## config.mk

```make
export PLATFORM = sky130hd
export DESIGN_NAME = dac_cmd_tx
export DESIGN_NICKNAME = d
export VERILOG_FILES = /design/src/rtl/dac_tx_pkg.sv /design/src/rtl/dac_frame_pack.sv /design/src/rtl/dac_tx_engine.sv /design/src/rtl/dac_cmd_tx.sv
export SDC_FILE = /design/constraint.sdc
export NUM_CORES = 1
export LEC_CHECK = 0
export ABC_CLOCK_PERIOD_IN_PS = 2200
export CORE_MARGIN = 10
export CORE_UTILIZATION = 40
export DETAILED_ROUTE_END_ITERATION = 16
export PLACE_DENSITY = 0.76
export SYNTH_ARGS = -nofsm -noshare
export SYNTH_HDL_FRONTEND = slang
export SYNTH_SLANG_ARGS = --single-unit
export TNS_END_PERCENT = 20
```

## constraint.sdc

```tcl
create_clock -name clk -period 2.2 [get_ports clk]
set_input_delay 0.22 -clock clk [delete_from_list [all_inputs] [get_ports clk]]
set_output_delay 0.22 -clock clk [all_outputs]
set_load 0.01 [all_outputs]
```

## src/rtl/dac_tx_pkg.sv

```systemverilog
package dac_tx_pkg;
    localparam int CTRL_BITS = 4;

    typedef enum logic [1:0] {
        TX_IDLE  = 2'd0,
        TX_SHIFT = 2'd1,
        TX_TAIL  = 2'd2
    } tx_phase_e;
endpackage

```

## src/rtl/dac_frame_pack.sv

```systemverilog
module dac_frame_pack #(
    parameter int CODE_W = 12,
    parameter int SR_W   = 16
) (
    input  logic              ch_sel,
    input  logic              buf_en,
    input  logic              gain_sel,
    input  logic              pwr_on,
    input  logic [CODE_W-1:0] code,
    output logic [SR_W-1:0]   word
);
    localparam int FRAME_W = dac_tx_pkg::CTRL_BITS + CODE_W;

    logic [FRAME_W-1:0] frame;
    assign frame = {ch_sel, buf_en, gain_sel, pwr_on, code};

    // Frame sits in the low bits; any spare upper bits are zero.
    generate
        if (SR_W > FRAME_W) begin : g_pad
            assign word = {{(SR_W - FRAME_W){1'b0}}, frame};
        end else begin : g_exact
            assign word = frame;
        end
    endgenerate
endmodule

```

## src/rtl/dac_tx_engine.sv

```systemverilog
module dac_tx_engine #(
    parameter int SR_W    = 16,
    parameter int FRAME_W = 16
) (
    input  logic            clk,
    input  logic            rst,
    input  logic            start,
    input  logic [SR_W-1:0] load_word,
    output logic            sclk,
    output logic            cs_n,
    output logic            mosi,
    output logic            busy,
    output logic            done
);
    import dac_tx_pkg::*;

    localparam int CNT_W = (FRAME_W > 1) ? $clog2(FRAME_W) : 1;
    localparam logic [CNT_W-1:0] LAST_BIT = CNT_W'(FRAME_W - 1);

    typedef struct packed {
        tx_phase_e        phase;
        logic [SR_W-1:0]  sr;
        logic [CNT_W-1:0] cnt;
        logic             sclk;
        logic             cs_n;
        logic             done;
    } regs_t;

    localparam regs_t RST_VAL = '{
        phase: TX_IDLE,
        sr:    '0,
        cnt:   '0,
        sclk:  1'b0,
        cs_n:  1'b1,
        done:  1'b0
    };

    regs_t r_q, r_d;

    always_comb begin
        r_d      = r_q;
        r_d.done = 1'b0;
        case (r_q.phase)
            TX_IDLE: begin
                if (start) begin
                    r_d.phase = TX_SHIFT;
                    r_d.sr    = load_word;
                    r_d.cnt   = '0;
                    r_d.cs_n  = 1'b0;
                    r_d.sclk  = 1'b0;
                end
            end
            TX_SHIFT: begin
                if (!r_q.sclk) begin
                    r_d.sclk = 1'b1;
                end else begin
                    r_d.sclk = 1'b0;
                    r_d.sr   = r_q.sr << 1;
                    if (r_q.cnt == LAST_BIT) begin
                        r_d.phase = TX_TAIL;
                    end else begin
                        r_d.cnt = r_q.cnt + 1'b1;
                    end
                end
            end
            TX_TAIL: begin
                r_d.phase = TX_IDLE;
                r_d.cs_n  = 1'b1;
                r_d.done  = 1'b1;
                r_d.cnt   = '0;
                r_d.sr    = '0;
            end
            default: r_d = RST_VAL;
        endcase
    end

    always_ff @(posedge clk) begin
        if (rst) begin
            r_q <= RST_VAL;
        end else begin
            r_q <= r_d;
        end
    end

    assign sclk = r_q.sclk;
    assign cs_n = r_q.cs_n;
    assign mosi = r_q.sr[FRAME_W-1];
    assign busy = (r_q.phase != TX_IDLE);
    assign done = r_q.done;
endmodule

```

## src/rtl/dac_cmd_tx.sv

```systemverilog
module dac_cmd_tx #(
    parameter int CODE_W = 12,
    parameter int SR_W   = 16
) (
    input  logic              clk,
    input  logic              rst,
    input  logic              start,
    input  logic              ch_sel,
    input  logic              buf_en,
    input  logic              gain_sel,
    input  logic              pwr_on,
    input  logic [CODE_W-1:0] code,
    output logic              busy,
    output logic              done,
    output logic              cs_n,
    output logic              sclk,
    output logic              mosi
);
    localparam int FRAME_W = dac_tx_pkg::CTRL_BITS + CODE_W;

    logic [SR_W-1:0] load_word;

    dac_frame_pack #(
        .CODE_W (CODE_W),
        .SR_W   (SR_W)
    ) u_pack (
        .ch_sel   (ch_sel),
        .buf_en   (buf_en),
        .gain_sel (gain_sel),
        .pwr_on   (pwr_on),
        .code     (code),
        .word     (load_word)
    );

    dac_tx_engine #(
        .SR_W    (SR_W),
        .FRAME_W (FRAME_W)
    ) u_engine (
        .clk       (clk),
        .rst       (rst),
        .start     (start),
        .load_word (load_word),
        .sclk      (sclk),
        .cs_n      (cs_n),
        .mosi      (mosi),
        .busy      (busy),
        .done      (done)
    );
endmodule

```

## Yosys cells after proc, flatten, opt, wreduce, memory -nomap -nowiden

Cells that the tools add are included.
Widths: inputs -> output; s select.

| storage, ports and cells | value |
|---|---|
| flip-flop bits (word level) | 25 |
| input port bits | 19 |
| logic and storage cells | 32 |

| operators by class | value |
|---|---|
| add/subtract/negate cells | 1 |
| equal/unequal tests | 7 |
| mux-type cells | 9 |
| bitwise logic cells | 2 |
| reductions and logical operators | 7 |

Operators with widths:

| operator | count |
|---|---|
| $pmux 22 s2 | 1 |
| $mux 24 | 1 |
| $mux 22 | 1 |
| $reduce_and 2->1 | 3 |
| $reduce_and 3->1 | 2 |
| $add 4x1->4 const B | 1 |
| $eq 4x4->1 const B | 1 |
| $mux 4 | 1 |
| $ne 2x1->1 const B | 2 |
| $ne 2x2->1 const B | 2 |
| $pmux 1 s3 | 1 |
| $eq 2x1->1 const B | 1 |
| $eq 2x2->1 const B | 1 |
| $logic_not 2->1 | 1 |
| $mux 1 | 2 |
| $mux 2 | 1 |
| $not 1->1 | 2 |
| $pmux 1 s2 | 1 |
| $reduce_bool 2->1 | 1 |

## Depth between registers and ports, before layout

| depth | value |
|---|---|
| word-level depth | 4 |
| mapped depth | 7 |
| mapped depth without buffers | 5 |

## Hierarchy

A second synthesis with hierarchy kept.

| unflattened totals | value |
|---|---|
| cells, all modules | 133 |
| area total of the unflattened synthesis | 1163.6 sq um |

By module, submodules not included:

| module | times used | cells an instance | area each (sq um) | seq. area each (sq um) |
|---|---|---|---|---|
| dac_tx_engine | 1 | 117 | 1043.5 | 500.5 |
| dac_frame_pack | 1 | 16 | 120.1 | 0.0 |

## Least setup slack after synthesis

OpenSTA, ideal clock, no wires.

| timing | value |
|---|---|
| kind | reg2reg |
| from | register u_engine.r_q[23] in the netlist's numbering |
| to | register u_engine.r_q[10] in the netlist's numbering |
| data arrival time | 1120 ps |
| path slack | 941 ps |
| cell stages (with the launch flop) | 8 |
| period minus slack after synthesis | 1259 ps |
| path through | dfxtp_1 -> buf_6 -> nor2b_4 -> a211o_1 -> buf_6 -> buf_8 -> nand3_2 -> a21oi_2 |

| between the ends | value |
|---|---|
| cells in the longest elaborated chain, start to end | 3 |

RTL lines:

| what | line | source |
|---|---|---|
| start: declaration | dac_tx_engine.sv:38 | `regs_t r_q, r_d;` |
| start signal: assignment | dac_tx_engine.sv:81 | `r_q <= r_d;` |
| $eq 2x1->1 / $logic_not 2->1 (equally long branches) | dac_tx_engine.sv:43 | `case (r_q.phase)` |
| $ne 2x1->1 (no source line) / $ne 2x2->1 (equally long branches) | n/a |  |
| $reduce_and 2->1 (no source line) | n/a |  |

Several ways; a longest one is shown, not always the timed one.
A chain may end at the register's enable or synchronous reset.

## Worst setup path after layout

| timing | value |
|---|---|
| from | register u_engine.r_q[24] in the netlist's numbering |
| to | output port busy |

| between the ends | value |
|---|---|
| cells in the longest elaborated chain, start to end | 1 |

RTL lines:

| what | line | source |
|---|---|---|
| $reduce_bool 2->1 | dac_tx_engine.sv:88 | `assign busy = (r_q.phase != TX_IDLE);` |
| end: declaration | dac_cmd_tx.sv:13 | `output logic busy,` |

No other way between the ends.

==> results by group <==
Run status
  – Outcome: finished, final reports clean

Synth
  – Register area share after synthesis: 38.4%
  – Post-synthesis net count: 156
  – Count leader, synth: dfxtp_1
  – Commonest cells post-synth: 25 x dfxtp_1, 16 x nand2_1, 15 x mux2_2
  – Post-synth top area cell: dfxtp_1
  – Synth Area per Inst: 9.59 um^2
  – Post-synth EDFFs: 0
  – Primary FF master, synth: dfxtp_1
  – Top cells by area, synth: dfxtp_1 38%, mux2_2 13%, nand3_2 7.7%
  – Synth Cell Area: 1300 um^2
  – Async set-reset flop share out of synthesis: 0%
  – Synth Instances: 136
  – Yosys cell types: 32
  – FF+latch count, synth: 25
  – Synth top area share: 38.4%
  – Yosys warns: 0

Power and ir drop
  – Pwr dens: 573 nW/um^2
  – Combinational group share of total power: 22.3%
  – Pleak: 0.000565 uW
  – Switching power total: 251 uW
  – Switching Share: 27.6%
  – P_int: 658 uW
  – Flop pwr share: 54.6%
  – Clock power frac: 23.1%
  – Maximum VDD drop: 0.291 mV

Die
  – I/O Pins: 24
  – Initial Util: 42.4%
  – Core ar.: 3080 um^2
  – Row Count: 20
  – DIE HEIGHT: 77.1 um
  – Die area: 5940 um^2
  – Die W: 77.1 um

Layout
  – Layout cells sized above 1: 32.1%
  – Ant diodes: 0
  – Nets: 180
  – Area Overhead vs Synth: 21.7%
  – Fillers: 284
  – Post-route cell area: 1590 um^2

Flow run
  – Max cap viols: 0

Drt
  – Mean routed wirelength per cell: 14.1 um
  – Number of iterations in the first detailed-routing pass: 4
  – DRC viols: 0
  – Final WL: 2860 um
  – DR iter-0 viols: 33
  – Via density: 5.07
  – Post-DRT Antenna Nets: 0
  – Vias: 1,030

Critical path
  – Crit-path cells: or2_2 -> clkdlybuf4s50_1
  – Highest-delay cell along the critical path: clkdlybuf4s50_1
  – Crit Path Max Fanout: 9
  – Crit-path leading delay family: buffers and inverters
  – CP endpoint kind: primary output
  – Critical path class: reg2out
  – Crit path largest cell delay: 480 ps
  – WP data required: 1980 ps
  – Worst Path Buf+Inv: 1
  – Arrival time worst endpoint: 1530 ps
  – Crit path launch type: register

Timing
  – Fin crit period: 1750 ps
  – Final Slew Violations: 0
  – Unrepaired setup endpoints after global routing: no
  – Final worst path period share: 79.5%
  – Worst clock skew: 11.0 ps
  – Worst Tran Pin Value: 451 ps
  – Final setup vio count: 0
  – Setup TNS Final: 0 ps
  – Fmax: 571 MHz
  – Relative slew slack: 69.9%
  – Final Hold Viols: 0

Clock network
  – Clk_lat worst skew: 320 ps
  – Clock Sinks: 25
  – Hold buffers post-CTS: 0
  – Total clock buffers created by CTS: 3
  – Root Driver: clkbuf_4
  – PostCTS Resize Cnt: 0
  – Clock slew at reported path FFs: 130 ps
  – H-tree depth: 1
  – Post-CTS Repair Setup Buffers: 0
  – Max Buffers Root-to-Sink: 2
  – CTS tree: yes

Global route
  – First-pass GRT wire length: 4790 um
  – GR Util All Layers: 9.48%
  – Vias in the first global route: 1,086
  – GRT overflow: 0
  – Largest net degree at the start of global routing: 15
  – Antenna violations before repair: 0

Place
  – Routability Congestion: 0.757
  – DP Wirelength: 2200 um
  – PortBufs: 23
  – Placed cell area: 1560 um^2

Min path
  – Worst hold path type: reg2reg
power groups by stage:
stage               registers [uW]  clock network [uW]  logic, uW
floorplan                      502                   0        144
global placement               505                   0        199
detailed placement             507                   0        203
CTS                            497                 215        204
global route                   500                 239        221
finish                         496                 210        203
area by class of cell:
cell class                 count  area, um^2  share of cell area (%)
multi-input combinational     98         713                    45.0
clock buffer                   3        22.5                    1.42
inverter                       2        7.51                   0.473
tap                           44        55.1                    3.47
clock inverter                 1        5.00                   0.315
sequential                    25         500                    31.5
timing repair buffer          30         283                    17.8
worst register-to-register path: cells and delay by family (launching register included):
kind                   cells  cell delay (ps)
AOI/OAI and AO/OA          2              460
DFF                        1              470
and+or+nand+nor            1               90
buffers and inverters      2              500
cells in the final DEF, fill, tap and decap left out, types with 2 or more instances in the layout:
| master | n |
|---|---|
| a21oi_2 | 10 |
| nand2b_1 | 2 |
| clkdlybuf4s50_1 | 23 |
| nor2_1 | 5 |
| nor3_1 | 6 |
| nand3_1 | 6 |
| dfxtp_1 | 25 |
| nand4_1 | 3 |
| nand3_2 | 10 |
| mux2_2 | 15 |
| buf_4 | 7 |
| nand2_1 | 16 |
| a21oi_1 | 11 |
| clkbuf_4 | 3 |
routing by layer:
metal / share of wire (%) / GRT usage (%)
met1: 44 / 10.3
met3: 4.0 / 2.21
met2: 51 / 16.8
met5: 0 / 0
met4: 0.88 / 4.74
per-stage QoR:
step / util (%) / hold slack, ps / cells / total power (uW) / worst slack (ps)
floorplan: - / 299 / 136 / 646 / 941
global placement: 50.7 / 436 / 199 / 704 / 433
detailed placement: 50.7 / 447 / 199 / 710 / 376
CTS: 51.5 / 466 / 203 / 916 / 440
global route: 51.5 / 481 / 203 / 960 / 383
finish: 51.5 / 465 / 203 / 909 / 450
final timing paths:
path / slack (ps) / to / startpoint / depth (start not counted)
worst max-delay path: 450 / busy / u_engine.r_q[24]$_SDFFE_PP0P_ / 2
worst min-delay path: 460 / u_engine.r_q[11]$_SDFFE_PP0P_ / u_engine.r_q[11]$_SDFFE_PP0P_ / 2
worst max register to register: 610 / u_engine.mosi$_SDFFE_PP0P_ / u_engine.r_q[23]$_SDFFE_PP0P_ / 5
worst min register to register: 460 / u_engine.r_q[11]$_SDFFE_PP0P_ / u_engine.r_q[11]$_SDFFE_PP0P_ / 2
logic make-up (layout without fill, tap and decap cells):
family	count (synthesis)	count (layout)	share of synthesized area [%]
fa+ha+maj	1	1	0.960
buf+inv	13	36	6.91
compound gates	29	29	16.5
flops	25	25	38.4
simple gates	53	53	24.3
mux	15	15	13.0
state kept, by name, summed over array words and instances (netlist names):
name and count:
u_engine.cs_n 1, u_engine.done 1, u_engine.mosi 1, u_engine.sclk 1
u_engine.r_q 21
No activity file was read; power rests on OpenSTA's default activity.
